<file path="src/rtl/tmb_pkg.sv">
package tmb_pkg;
   typedef enum logic [1:0] {
      SRC_NONE  = 2'b00,
      SRC_BUS   = 2'b01,
      SRC_FIXED = 2'b10,
      SRC_PIN   = 2'b11
   } tmb_src_e;
endpackage

</file>
<file path="src/rtl/tmb_clk_source.sv">
module tmb_clk_source
   import tmb_pkg::*;
#(
   parameter int SYNC_STAGES = 2
) (
   input  logic       clk,
   input  logic       rst_n,
   input  logic [1:0] clk_sel,
   input  logic       fixed_en,
   input  logic       ext_clk,
   output logic       src_en
);
   if (SYNC_STAGES < 2) begin : g_bad_sync
      $error("tmb_clk_source: SYNC_STAGES must be at least 2");
   end

   logic [SYNC_STAGES-1:0] sync_q;
   logic                   edge_q;
   logic                   pin_rise;

   // synchronizer chain, one flop per stage
   for (genvar s = 0; s < SYNC_STAGES; s++) begin : g_sync
      if (s == 0) begin : g_first
         always_ff @(posedge clk) begin
            if (!rst_n) sync_q[0] <= 1'b0;
            else        sync_q[0] <= ext_clk;
         end
      end else begin : g_next
         always_ff @(posedge clk) begin
            if (!rst_n) sync_q[s] <= 1'b0;
            else        sync_q[s] <= sync_q[s-1];
         end
      end
   end

   always_ff @(posedge clk) begin
      if (!rst_n) edge_q <= 1'b0;
      else        edge_q <= sync_q[SYNC_STAGES-1];
   end

   assign pin_rise = sync_q[SYNC_STAGES-1] & ~edge_q;

   always_comb begin
      unique case (tmb_src_e'(clk_sel))
         SRC_BUS:   src_en = 1'b1;
         SRC_FIXED: src_en = fixed_en;
         SRC_PIN:   src_en = pin_rise;
         default:   src_en = 1'b0;
      endcase
   end


   pin_pulse_chk: assert property (@(posedge clk) disable iff (!rst_n)
      pin_rise |=> !pin_rise);


   none_quiet_chk: assert property (@(posedge clk) disable iff (!rst_n)
      (clk_sel == SRC_NONE) |-> !src_en);
endmodule

</file>
<file path="src/rtl/tmb_prescaler.sv">
module tmb_prescaler #(
   parameter int PS_W = 3
) (
   input  logic            clk,
   input  logic            rst_n,
   input  logic            src_en,
   input  logic [PS_W-1:0] presc_sel,
   input  logic            restart,
   output logic            tick
);
   localparam int DIV_W = (1 << PS_W) - 1;

   if (PS_W < 1 || PS_W > 4) begin : g_bad_ps
      $error("tmb_prescaler: PS_W must be 1..4");
   end

   logic [DIV_W-1:0] div_q;
   logic [DIV_W:0]   pow2;
   logic [DIV_W-1:0] mask;

   assign pow2 = (DIV_W+1)'(1) << presc_sel;
   assign mask = pow2[DIV_W-1:0] - DIV_W'(1);
   assign tick = src_en & ~restart & ((div_q & mask) == mask);

   always_ff @(posedge clk) begin
      if (!rst_n)       div_q <= '0;
      else if (restart) div_q <= '0;
      else if (src_en)  div_q <= div_q + DIV_W'(1);
   end


   restart_mute_chk: assert property (@(posedge clk) disable iff (!rst_n)
      restart |-> !tick);


   tick_needs_src_chk: assert property (@(posedge clk) disable iff (!rst_n)
      tick |-> src_en);
endmodule

</file>
<file path="src/rtl/tmb_updown_counter.sv">
module tmb_updown_counter #(
   parameter int CNT_W      = 16,
   parameter bit ZERO_FULL  = 1'b1
) (
   input  logic             clk,
   input  logic             rst_n,
   input  logic             tick,
   input  logic             center_mode,
   input  logic [CNT_W-1:0] modulo,
   input  logic             ovf_clr,
   output logic [CNT_W-1:0] count,
   output logic             count_down,
   output logic             ovf_flag
);
   if (CNT_W < 2) begin : g_bad_w
      $error("tmb_updown_counter: CNT_W must be at least 2");
   end

   logic [CNT_W-1:0] term;
   logic [CNT_W-1:0] cnt_q, cnt_d;
   logic             dir_q, dir_d;
   logic             flag_q;
   logic             ovf_ev;
   logic             at_top;

   if (ZERO_FULL) begin : g_zero_full
      assign term = (modulo == '0) ? {CNT_W{1'b1}} : modulo;
   end else begin : g_zero_plain
      assign term = modulo;
   end

   assign at_top = (cnt_q >= term);

   always_comb begin
      cnt_d  = cnt_q;
      dir_d  = dir_q;
      ovf_ev = 1'b0;
      if (!center_mode) begin
         dir_d = 1'b0;
         if (tick) begin
            if (at_top) begin
               cnt_d  = '0;
               ovf_ev = 1'b1;
            end else begin
               cnt_d = cnt_q + CNT_W'(1);
            end
         end
      end else if (tick) begin
         if (!dir_q) begin
            if (at_top) begin
               dir_d  = 1'b1;
               cnt_d  = cnt_q - CNT_W'(1);
               ovf_ev = 1'b1;
            end else begin
               cnt_d = cnt_q + CNT_W'(1);
            end
         end else if (cnt_q == '0) begin
            dir_d = 1'b0;
            cnt_d = CNT_W'(1);
         end else begin
            cnt_d = cnt_q - CNT_W'(1);
         end
      end
   end

   always_ff @(posedge clk) begin
      if (!rst_n) begin
         cnt_q  <= '0;
         dir_q  <= 1'b0;
         flag_q <= 1'b0;
      end else begin
         cnt_q <= cnt_d;
         dir_q <= dir_d;
         if (ovf_ev)       flag_q <= 1'b1;
         else if (ovf_clr) flag_q <= 1'b0;
      end
   end

   assign count      = cnt_q;
   assign count_down = dir_q & center_mode;
   assign ovf_flag   = flag_q;


   hold_no_tick_chk: assert property (@(posedge clk) disable iff (!rst_n)
      !tick |=> $stable(count));


   flag_from_tick_chk: assert property (@(posedge clk) disable iff (!rst_n)
      $rose(ovf_flag) |-> $past(tick));


   bottom_turn_chk: assert property (@(posedge clk) disable iff (!rst_n)
      (center_mode && tick && count_down && count == '0) |=> !dir_q);
endmodule

</file>
<file path="src/rtl/tmb_timebase.sv">
module tmb_timebase
   import tmb_pkg::*;
#(
   parameter int CNT_W       = 16,
   parameter int PS_W        = 3,
   parameter int SYNC_STAGES = 2
) (
   input  logic             clk,
   input  logic             rst_n,
   input  logic [1:0]       clk_sel,
   input  logic             fixed_en,
   input  logic             ext_clk,
   input  logic [PS_W-1:0]  presc_sel,
   input  logic [CNT_W-1:0] modulo,
   input  logic             center_mode,
   input  logic             ovf_clr,
   output logic [CNT_W-1:0] count,
   output logic             count_down,
   output logic             ovf_flag,
   output logic             tick
);
   logic       src_en;
   logic [1:0] sel_q;
   logic       sel_change;

   always_ff @(posedge clk) begin
      if (!rst_n) sel_q <= SRC_NONE;
      else        sel_q <= clk_sel;
   end
   assign sel_change = (clk_sel != sel_q);

   tmb_clk_source #(.SYNC_STAGES(SYNC_STAGES)) u_src (
      .clk      (clk),
      .rst_n    (rst_n),
      .clk_sel  (clk_sel),
      .fixed_en (fixed_en),
      .ext_clk  (ext_clk),
      .src_en   (src_en)
   );

   tmb_prescaler #(.PS_W(PS_W)) u_presc (
      .clk       (clk),
      .rst_n     (rst_n),
      .src_en    (src_en),
      .presc_sel (presc_sel),
      .restart   (sel_change),
      .tick      (tick)
   );

   tmb_updown_counter #(.CNT_W(CNT_W), .ZERO_FULL(1'b1)) u_cnt (
      .clk         (clk),
      .rst_n       (rst_n),
      .tick        (tick),
      .center_mode (center_mode),
      .modulo      (modulo),
      .ovf_clr     (ovf_clr),
      .count       (count),
      .count_down  (count_down),
      .ovf_flag    (ovf_flag)
   );


   sel_switch_chk: assert property (@(posedge clk) disable iff (!rst_n)
      (clk_sel != $past(clk_sel)) |-> !tick);


   edge_up_only_chk: assert property (@(posedge clk) disable iff (!rst_n)
      !center_mode |-> !count_down);
endmodule

</file>
<file path="config.mk">
export PLATFORM = sky130hd
export DESIGN_NAME = tmb_timebase
export DESIGN_NICKNAME = d
export VERILOG_FILES = /design/src/rtl/tmb_pkg.sv /design/src/rtl/tmb_clk_source.sv /design/src/rtl/tmb_prescaler.sv /design/src/rtl/tmb_updown_counter.sv /design/src/rtl/tmb_timebase.sv
export SDC_FILE = /design/constraint.sdc
export NUM_CORES = 1
export LEC_CHECK = 0
export ABC_AREA = 1
export CORE_ASPECT_RATIO = 0.6
export CORE_MARGIN = 5
export CORE_UTILIZATION = 26
export DETAILED_ROUTE_END_ITERATION = 10
export PLACE_DENSITY_LB_ADDON = 0.2
export SLEW_MARGIN = 0
export SYNTH_ARGS = -nofsm -noshare
export SYNTH_HDL_FRONTEND = slang
export SYNTH_SLANG_ARGS = --single-unit
</file>
<file path="constraint.sdc">
create_clock -name clk -period 2.4 [get_ports clk]
set_input_delay 0.36 -clock clk [delete_from_list [all_inputs] [get_ports clk]]
set_output_delay 0.36 -clock clk [all_outputs]
set_load 0.1 [all_outputs]
</file>
### Yosys cells after proc, flatten, opt, wreduce, memory -nomap -nowiden

Index checks and enable logic that the tools add are counted.

| word-level totals | value |
|---|---|
| flip-flop bits (word level) | 30 |
| output and inout bits | 19 |

| cells by class | value |
|---|---|
| $add $sub $neg | 4 |
| order comparisons | 1 |
| equality and inequality tests | 5 |
| shift-type cells | 1 |
| mux-type cells | 18 |
| bitwise logic cells | 8 |
| reduce and logical (&&, ||, !) cells | 5 |

Operator list:

| kind | number |
|---|---|
| two-way mux 16 bit | 8 |
| logical NOT 16 bit | 2 |
| adder 16 x 1 -> 16 bit, second input constant | 1 |
| greater-or-equal comparator 16 bit | 1 |
| subtractor 16 x 1 -> 16 bit, second input constant | 1 |
| two-way mux 1 bit | 9 |
| adder 7 x 1 -> 7 bit, second input constant | 1 |
| bitwise AND 7 bit | 1 |
| equality test 7 bit | 1 |
| left shift 1 x 3 -> 7 bit, first input constant | 1 |
| subtractor 7 x 1 -> 7 bit, second input constant | 1 |
| bitwise AND 1 bit | 4 |
| equality test 2 bit, second input constant | 2 |
| inverter 1 bit | 3 |
| one-hot mux 1 bit (3 select lines) | 1 |
| equality test 2 x 1 -> 1 bit, second input constant | 1 |
| != test 2 bit | 1 |
| AND reduction 2 bit | 1 |
| nonzero test 2 bit | 1 |
| OR reduction 2 bit | 1 |

### Logic depth before layout (Yosys ltp)

Gate-level depths: netlist (run 1).

| logic depth | value |
|---|---|
| word-level depth | 8 |
| gate-level depth with buffers | 19 |
| mapped depth without buffers | 18 |

### Hierarchy

A second synthesis (run 1) with hierarchy kept.

| unflattened totals | value |
|---|---|
| cell total of the unflattened synthesis | 407 |
| area, all modules | 2575.0 um2 |

Modules (own cells, without submodules):

| module | times used | cells an instance | area each (um2) | sequential area each (um2) |
|---|---|---|---|---|
| tmb_updown_counter | 1 | 317 | 1988.2 | 360.3 |
| tmb_prescaler | 1 | 58 | 380.4 | 140.1 |
| tmb_clk_source | 1 | 19 | 120.1 | 60.1 |
| tmb_timebase | 1 | 13 | 86.3 | 40.0 |

### Least setup slack after synthesis (run 1)

OpenSTA, ideal clock, no wires.

| timing path | value |
|---|---|
| path type | input-to-reg |
| start point | input port modulo[9] |
| end point | register u_cnt.cnt_q[10], in the netlist u_cnt.count[10] |
| arrival | 2.567 ns |
| required time | 2.342 ns |
| slack | -0.225 ns |
| stages on the path | 14 |
| path buffers | 2 |
| cell sequence | nor4_1 > nand4_1 > inv_1 > clkbuf_1 > nor2_1 > ha_1 > a21oi_1 > o21ai_0 > nor2_1 > nand3_1 > a21oi_2 > buf_2 > nand3_1 > nand2_2 |

| between the ends | value |
|---|---|
| longest elaborated chain between the ends | 7 |
| elaborated cells between the ends (all ways) | 9 |
| those cells by class | order compare (1); mux (7); reduce/logical (1) |

Ends and longest elaborated chain:

| element | RTL line | RTL |
|---|---|---|
| start, declared | tmb_timebase.sv:14 | `input logic [CNT_W-1:0] modulo,` |
| logical NOT 16 bit | tmb_updown_counter.sv:27 | `assign term = (modulo == '0) ? {CNT_W{1'b1}} : modulo;` |
| two-way mux 16 bit (*) | tmb_updown_counter.sv:27 |  |
| greater-or-equal comparator 16 bit (*) | tmb_updown_counter.sv:32 | `assign at_top = (cnt_q >= term);` |
| two-way mux 16 bit | tmb_updown_counter.sv:50 | `if (at_top) begin` |
| two-way mux 16 bit | tmb_updown_counter.sv:49 | `if (!dir_q) begin` |
| two-way mux 16 bit | tmb_updown_counter.sv:48 | `end else if (tick) begin` |
| two-way mux 16 bit (*) | tmb_updown_counter.sv:38 | `if (!center_mode) begin` |
| end signal, assigned | tmb_updown_counter.sv:72 | `cnt_q <= cnt_d;` |
| end, declared | tmb_updown_counter.sv:20 | `logic [CNT_W-1:0] cnt_q, cnt_d;` |

Every way passes the cells marked *; elsewhere a longest branch is shown, timed or not. The select of a mux whose other input is x is not followed.
A chain may end at the register's enable or synchronous reset.

### Worst setup path after layout (run 1)

| timing path | value |
|---|---|
| start point | input port modulo[6] |
| end point | register u_cnt.cnt_q[12], in the netlist u_cnt.count[12] |

Same word-level chain as after synthesis.

==> results of run 1 <==
==> worst max-delay path: cells and delay by family <==
kind	cells	cell delay [ns]
AO/OA/AOI/OAI	1	0.23
adder cells (fa/ha/maj)	1	0.26
buffers and inverters	6	0.67
AND/OR/NAND/NOR	12	1.25
==> worst min path at each step <==
| stage | startpoint | cells past startpoint | end | slack [ns] |
|---|---|---|---|---|
| 5_1_grt | u_src.sync_q[0] | 2 | u_src.sync_q[1] | 0.44 |
| 3_5_place_dp | u_src.sync_q[0] | 2 | u_src.sync_q[1] | 0.40 |
| 3_3_place_gp | u_src.sync_q[0] | 2 | u_src.sync_q[1] | 0.41 |
| 4_1_cts | u_src.sync_q[0] | 2 | u_src.sync_q[1] | 0.41 |
| 2_1_floorplan | u_src.sync_q[0] | 2 | u_src.sync_q[1] | 0.39 |
| 6_report | u_src.sync_q[0] | 2 | u_src.sync_q[1] | 0.41 |
==> cells by family after synthesis <==
kind of cell             Yosys count  synth area share
adder cells (fa/ha/maj)           19           0.09383
buffers and inverters             61           0.09926
AO/OA/AOI/OAI                     39           0.08395
flip-flops                        30            0.2370
AND/OR/NAND/NOR                  220            0.4341
XOR/XNOR                          15           0.05185
==> cell type report <==
class / instances / area share
timing repair inverter: 1 / 0.002002
clock buffer: 8 / 0.04438
inverter: 53 / 0.05506
timing repair buffer: 69 / 0.1735
multi-input combinational: 293 / 0.5165
tap: 130 / 0.04338
sequential: 30 / 0.1652
==> repair_timing <==
item                                   in CTS  in global routing
pin swaps                                  24                 33
setup endpoints to repair                  18                 18
cloned                                      2                  1
resized for setup                          74                 47
endpoints found under the hold margin       0                  0
buffers inserted                            8                  4
==> flip-flops by register name, indices dropped and copies added, names as in the netlist <==
register and flops:
u_cnt.dir_q 1, u_presc.div_q 7, sel_q 2, u_src.sync_q 2, u_cnt.ovf_flag 1, u_cnt.count 16
u_src.edge_q 1
==> cells in the final DEF (no fill, tap or decap), types with 7 or more instances in the layout <==
cell type	count
a21oi_1	13
buf_2	7
buf_4	31
buf_6	9
clkdlybuf4s50_1	10
dfxtp_1	15
dfxtp_2	15
ha_1	16
inv_1	48
nand2_1	80
nand2_2	9
nand3_1	23
nand3_2	21
nand4_1	12
nor2_1	36
nor2_2	8
nor3_1	7
o21ai_0	11
xor2_1	13
==> power breakdown <==
group / switching [mW] / internal [mW]
clock: 0.229 / 0.469
combinational: 0.0866 / 0.0787
sequential: 0.00315 / 0.503
==> per-layer routing <==
| metal | track usage | vias up | wire, um |
|---|---|---|---|
| met1 | 0.2220 | 1254 | 4460 |
| met3 | 0.04234 | 7 | 679 |
| li1 | - | 1406 | - |
| met5 | 0 | - | 0 |
| met2 | 0.1889 | 86 | 3161 |
| met4 | 0.02717 | 0 | 54 |
==> stage by stage <==
| step | setup slack, ns | utilization | power, mW | instances | instance area (um^2) |
|---|---|---|---|---|---|
| after global placement | -0.7723 | 0.3501 | 0.6685 | 566 | 3264 |
| after global routing | -0.2841 | 0.4022 | 1.431 | 584 | 3750 |
| after detailed placement | -0.7903 | 0.3501 | 0.6668 | 566 | 3264 |
| after floorplan | 0.008672 | - | 0.5881 | 384 | 2600 |
| after CTS | -0.1658 | 0.3810 | 1.379 | 584 | 3552 |
| final | -0.1560 | 0.4022 | 1.370 | 584 | 3750 |
==> impl_metrics.tcl, run 1 <==
set metrics [dict create \
    clk_path_buf_depth 2 \
    cellPowerDensity_nw_per_um2 365.3 \
    synth.top_cells.by_count "nand2_1, inv_1, nor2_1" \
    arrival_ns 2.78 \
    yosys_warnings 0 \
    die-area_um2 11880 \
    fmax_ghz 0.3912 \
    ctsHoldBuffers 0 \
    drc_errors 0 \
    crit_required_ns 2.62 \
    finalCritPeriodShare 1.065 \
    syn-cell-area_um2 2534 \
    grt_max_degree 22 \
    fp.dieW_um 137.4 \
    setup_viol 17 \
    min_path_type "flip-flop to flip-flop" \
    fin_worst_skew_ns 0.007278 \
    path_class "input pin to flip-flop" \
    status "finished with violations" \
    yosys_most_used_dff "dfxtp_1" \
    viasPerCell 4.714 \
    num_antenna_cells 0 \
    yosysMostFrequentCell "nand2_1" \
    r2r_setup_slack_ns 0.07 \
    initial_core_util 0.2717 \
    multiInputGateArea_um2 1937 \
    violations "negative setup slack" \
    layout-drive-gt1-share 0.3370 \
    min_period_ns 2.556 \
    endpoint "u_cnt.count[12]" \
    grt_pass1_vias 2485 \
    io-pin-count 46 \
    synth_cell_types 32 \
    cts-htree-levels 2 \
    r2r_start "u_cnt.count[0]" \
    relSlewSlack 0.6701 \
    path_clk_slew_ns 0.05 \
    seqCellArea_um2 619.3 \
    numCtsBuffers 5 \
    path_cells "buf_2, nor4_2, nand4_1, buf_6, inv_4, buf_12, nor2_1, ha_1, nand2_1, inv_1, nand2_1, nor2_1, nor2_1, nand2_2, nand2_2, nand3_4, a21oi_4, clkbuf_16, nand3_2, nand2_1" \
    synth_area_leaders "dfxtp_1, nand2_1, ha_1" \
    ys_seq_area_frac 0.2370 \
    die_y_um 86.47 \
    cts_root_buf "clkbuf_16" \
    synth_largest_area_cell "dfxtp_1" \
    r2r-end "u_cnt.count[5]" \
    avgSynthCellArea_um2 6.598 \
    grt_pass1_wl_um 13300 \
    insertion_delay_ns 0.28 \
    gp_congestion 0.9135 \
    hpwl_um 6158 \
    rows 27 \
    synth_top_area_share 0.2370 \
    routedWlPerCell_um 14.31 \
    wl_um 8357 \
    hold_violations 0 \
    cts_tree "built" \
    antenna_found_initial 0 \
    core_um2 9324 \
    setup_tns_ns -1.805 \
    reg2reg_depth 12 \
    slew_viol_final 0 \
    num_vias 2753 \
    synth_edf_count 0 \
    setup_slack_ns -0.1560 \
    fill_cells 961 \
    ys_ff_latch 30 \
    io_buffers 45 \
    num-nets-final 499 \
    vdd_drop_max_mv 0.2418 \
    cp-end-kind "flip-flop" \
    drt.antenna.violating_nets 0 \
    syn_nets 430 \
    netlist_instances 384 \
    hold-worst-slack_ns 0.4086 \
    max_stage_delay_ns 0.30 \
    syn2layout_area_growth_pct 48.00 \
    clock_sinks 30 \
    track_usage 0.1425 \
    startpoint "modulo[6]" \
    leakage_nw 1.701 \
    maxCapViolations 0 \
    drt-initial-drc-count 227 \
    start_kind "input pin" \
    async_flop_share 0 \
    overflow 0 \
    critPathMaxFanout 7 \
    first_pass_iters 5 \
    grt_setup_unrepaired "true" \
    worstMarginPinSlew_ns 0.4911 \
    cp_slowest_cell "nor4_2" \
]
Power figures use the tool's default switching activity.
==> run 2: changes to the inputs <==
--- a/config.mk
+++ b/config.mk
@@ -8,7 +8,8 @@
 export ABC_AREA = 1
 export CORE_ASPECT_RATIO = 0.6
 export CORE_MARGIN = 5
-export CORE_UTILIZATION = 26
+export CORE_UTILIZATION = 48
+export CTS_CLUSTER_SIZE = 12
 export DETAILED_ROUTE_END_ITERATION = 10
 export PLACE_DENSITY_LB_ADDON = 0.2
 export SLEW_MARGIN = 0
==> impl_metrics.tcl, run 2 (same netlist as run 1, synthesis figures left out) <==
set metrics [dict create \
    layout-drive-gt1-share 0.2969 \
    placed_cell_area_um2 3162 \
    final_cells 514 \
    cp-end-kind "flip-flop" \
    cellPowerDensity_nw_per_um2 322.6 \
    r2r_start "u_cnt.count[0]" \
    path_clk_slew_ns 0.07 \
    clock_sinks 30 \
    status "finished with violations" \
    hold_violations 0 \
    power.switching_mw 0.2922 \
    critPathMaxFanout 8 \
    syn2layout_area_growth_pct 34.02 \
    antenna_found_initial 0 \
    die_y_um 66.28 \
    relSlewSlack 0.7176 \
    clk_path_buf_depth 2 \
    path_class "input pin to flip-flop" \
    place_ws_ns -0.9151 \
    fin_worst_skew_ns 0.009526 \
    r2r_setup_slack_ns 0.18 \
    arrival_ns 2.68 \
    grt_pass1_wl_um 12100 \
    maxCapViolations 0 \
    grt_max_degree 22 \
    holdPathStages 2 \
    vdd_drop_max_mv 0.2662 \
    hpwl_um 5396 \
    power.internal_mw 0.8031 \
    first_pass_iters 5 \
    whs_endpoint "u_src.edge_q" \
    worstMarginPinSlew_ns 0.4203 \
    rows 20 \
    start_kind "input pin" \
    gp_congestion 0.8620 \
    cts-htree-levels 2 \
    switching_share 0.2668 \
    seqPwrFrac 0.461 \
    routedWlPerCell_um 13.96 \
    die-area_um2 6879 \
    io_buffers 45 \
    overflow 0 \
    num_vias 2721 \
    largest_reg_flops 16 \
    power_frac_comb 0.138 \
    initial_core_util 0.4988 \
    track_usage 0.2162 \
    io-pin-count 46 \
    setup_viol 14 \
    numCtsBuffers 5 \
    crit_required_ns 2.63 \
    drt.antenna.violating_nets 0 \
    layout_commonest_cell "nand2_1" \
    wl_um 7176 \
    core_um2 5080 \
    fin_area_um2 3396 \
    layout_common_cells "nand2_1, inv_1, nor2_1" \
    leakage_nw 1.634 \
    clockPowerShare 0.401 \
    drc_errors 0 \
    cts_tree "built" \
    r2r-end "u_cnt.count[6]" \
    grt_setup_unrepaired "true" \
    hold-worst-slack_ns 0.4137 \
    place_inst 499 \
    grt_pass1_vias 2508 \
    slew_viol_final 0 \
    drt-initial-drc-count 162 \
    violations "negative setup slack" \
    fp.dieW_um 103.8 \
    min_path_type "flip-flop to flip-flop" \
    cts_root_buf "clkbuf_8" \
    min-delay-start "u_src.sync_q[1]" \
    fmax_ghz 0.4071 \
    ctsHoldBuffers 0 \
    num_antenna_cells 0 \
    reg2reg_depth 12 \
    viasPerCell 5.294 \
    totalPowerFinal_mw 1.095 \
    min_period_ns 2.457 \
    num-nets-final 493 \
    insertion_delay_ns 0.29 \
    setup_slack_ns -0.05665 \
    finalCritPeriodShare 1.024 \
]
[run 2: cell count changes in the layout (fill, tap and decap cells not counted), sizes merged]
cell and delta:
buf -5, clkdlybuf4s15 -3, clkbuf +2, clkinv +1, dlygate4sd2 -1
[run 2: routing by layer]
metal / share of wire / wire [um] / track usage
met5: 0 / 0 / 0
met1: 0.51 / 3656 / 0.3253
met4: 0.0071 / 51 / 0.03716
met3: 0.082 / 592 / 0.04195
met2: 0.40 / 2876 / 0.3198
[run 2: worst max-delay path: stages]
cell	delay, ns
buf_2	0.12
nor4_4	0.28
nand4_1	0.13
buf_6	0.16
clkinvlp_4	0.17
nor2_2	0.06
ha_1	0.29
nand4_1	0.18
a21oi_2	0.22
nor2_4	0.08
nand3_4	0.08
nand3_4	0.08
nor2_4	0.15
buf_12	0.15
nand3b_1	0.08
nand2_1	0.08
[run 2: worst max-delay path by stage]
stage / end / startpoint / cells past startpoint
finish: u_cnt.count[6] / modulo[14] / 16
global route: u_cnt.count[11] / modulo[10] / 19
CTS: u_cnt.count[6] / modulo[10] / 16
detailed placement: u_cnt.count[10] / modulo[9] / 18
global placement: u_cnt.count[10] / modulo[9] / 18
floorplan: u_cnt.count[10] / modulo[5] / 18
[run 2: metrics by stage]
| step | setup TNS, ns | util |
|---|---|---|
| finish | -0.4942 | 0.6685 |
| global route | -2.640 | 0.6685 |
| CTS | -0.7691 | 0.6618 |
| detailed placement | -15.42 | 0.6224 |
| global placement | -15.52 | 0.6224 |
| floorplan | 0 | - |
[run 2: layout make-up]
type                       instances  area (um^2)
tap                               66        82.58
sequential                        30        619.3
fill                             454         1684
clock inverter                     1        5.005
multi-input combinational        293         1828
clock buffer                       7        86.33
timing repair inverter             1        7.507
inverter                          53        209.0
timing repair buffer              63        558.0
[run 2: repair_timing]
| action | CTS | global route |
|---|---|---|
| gates cloned | 2 | 0 |
| buffers inserted | 4 | 2 |
| gates resized for setup | 78 | 22 |
| pin swaps | 17 | 25 |
| setup endpoints to repair | 18 | 18 |
[run 2: power by group through the flow]
| stage | clock network, mW | registers [mW] | logic [mW] |
|---|---|---|---|
| 5_1_grt | 0.462 | 0.506 | 0.168 |
| 3_5_place_dp | 0 | 0.517 | 0.148 |
| 6_report | 0.439 | 0.505 | 0.151 |
| 4_1_cts | 0.438 | 0.506 | 0.148 |
| 3_3_place_gp | 0 | 0.517 | 0.145 |
| 2_1_floorplan | 0 | 0.518 | 0.0705 |
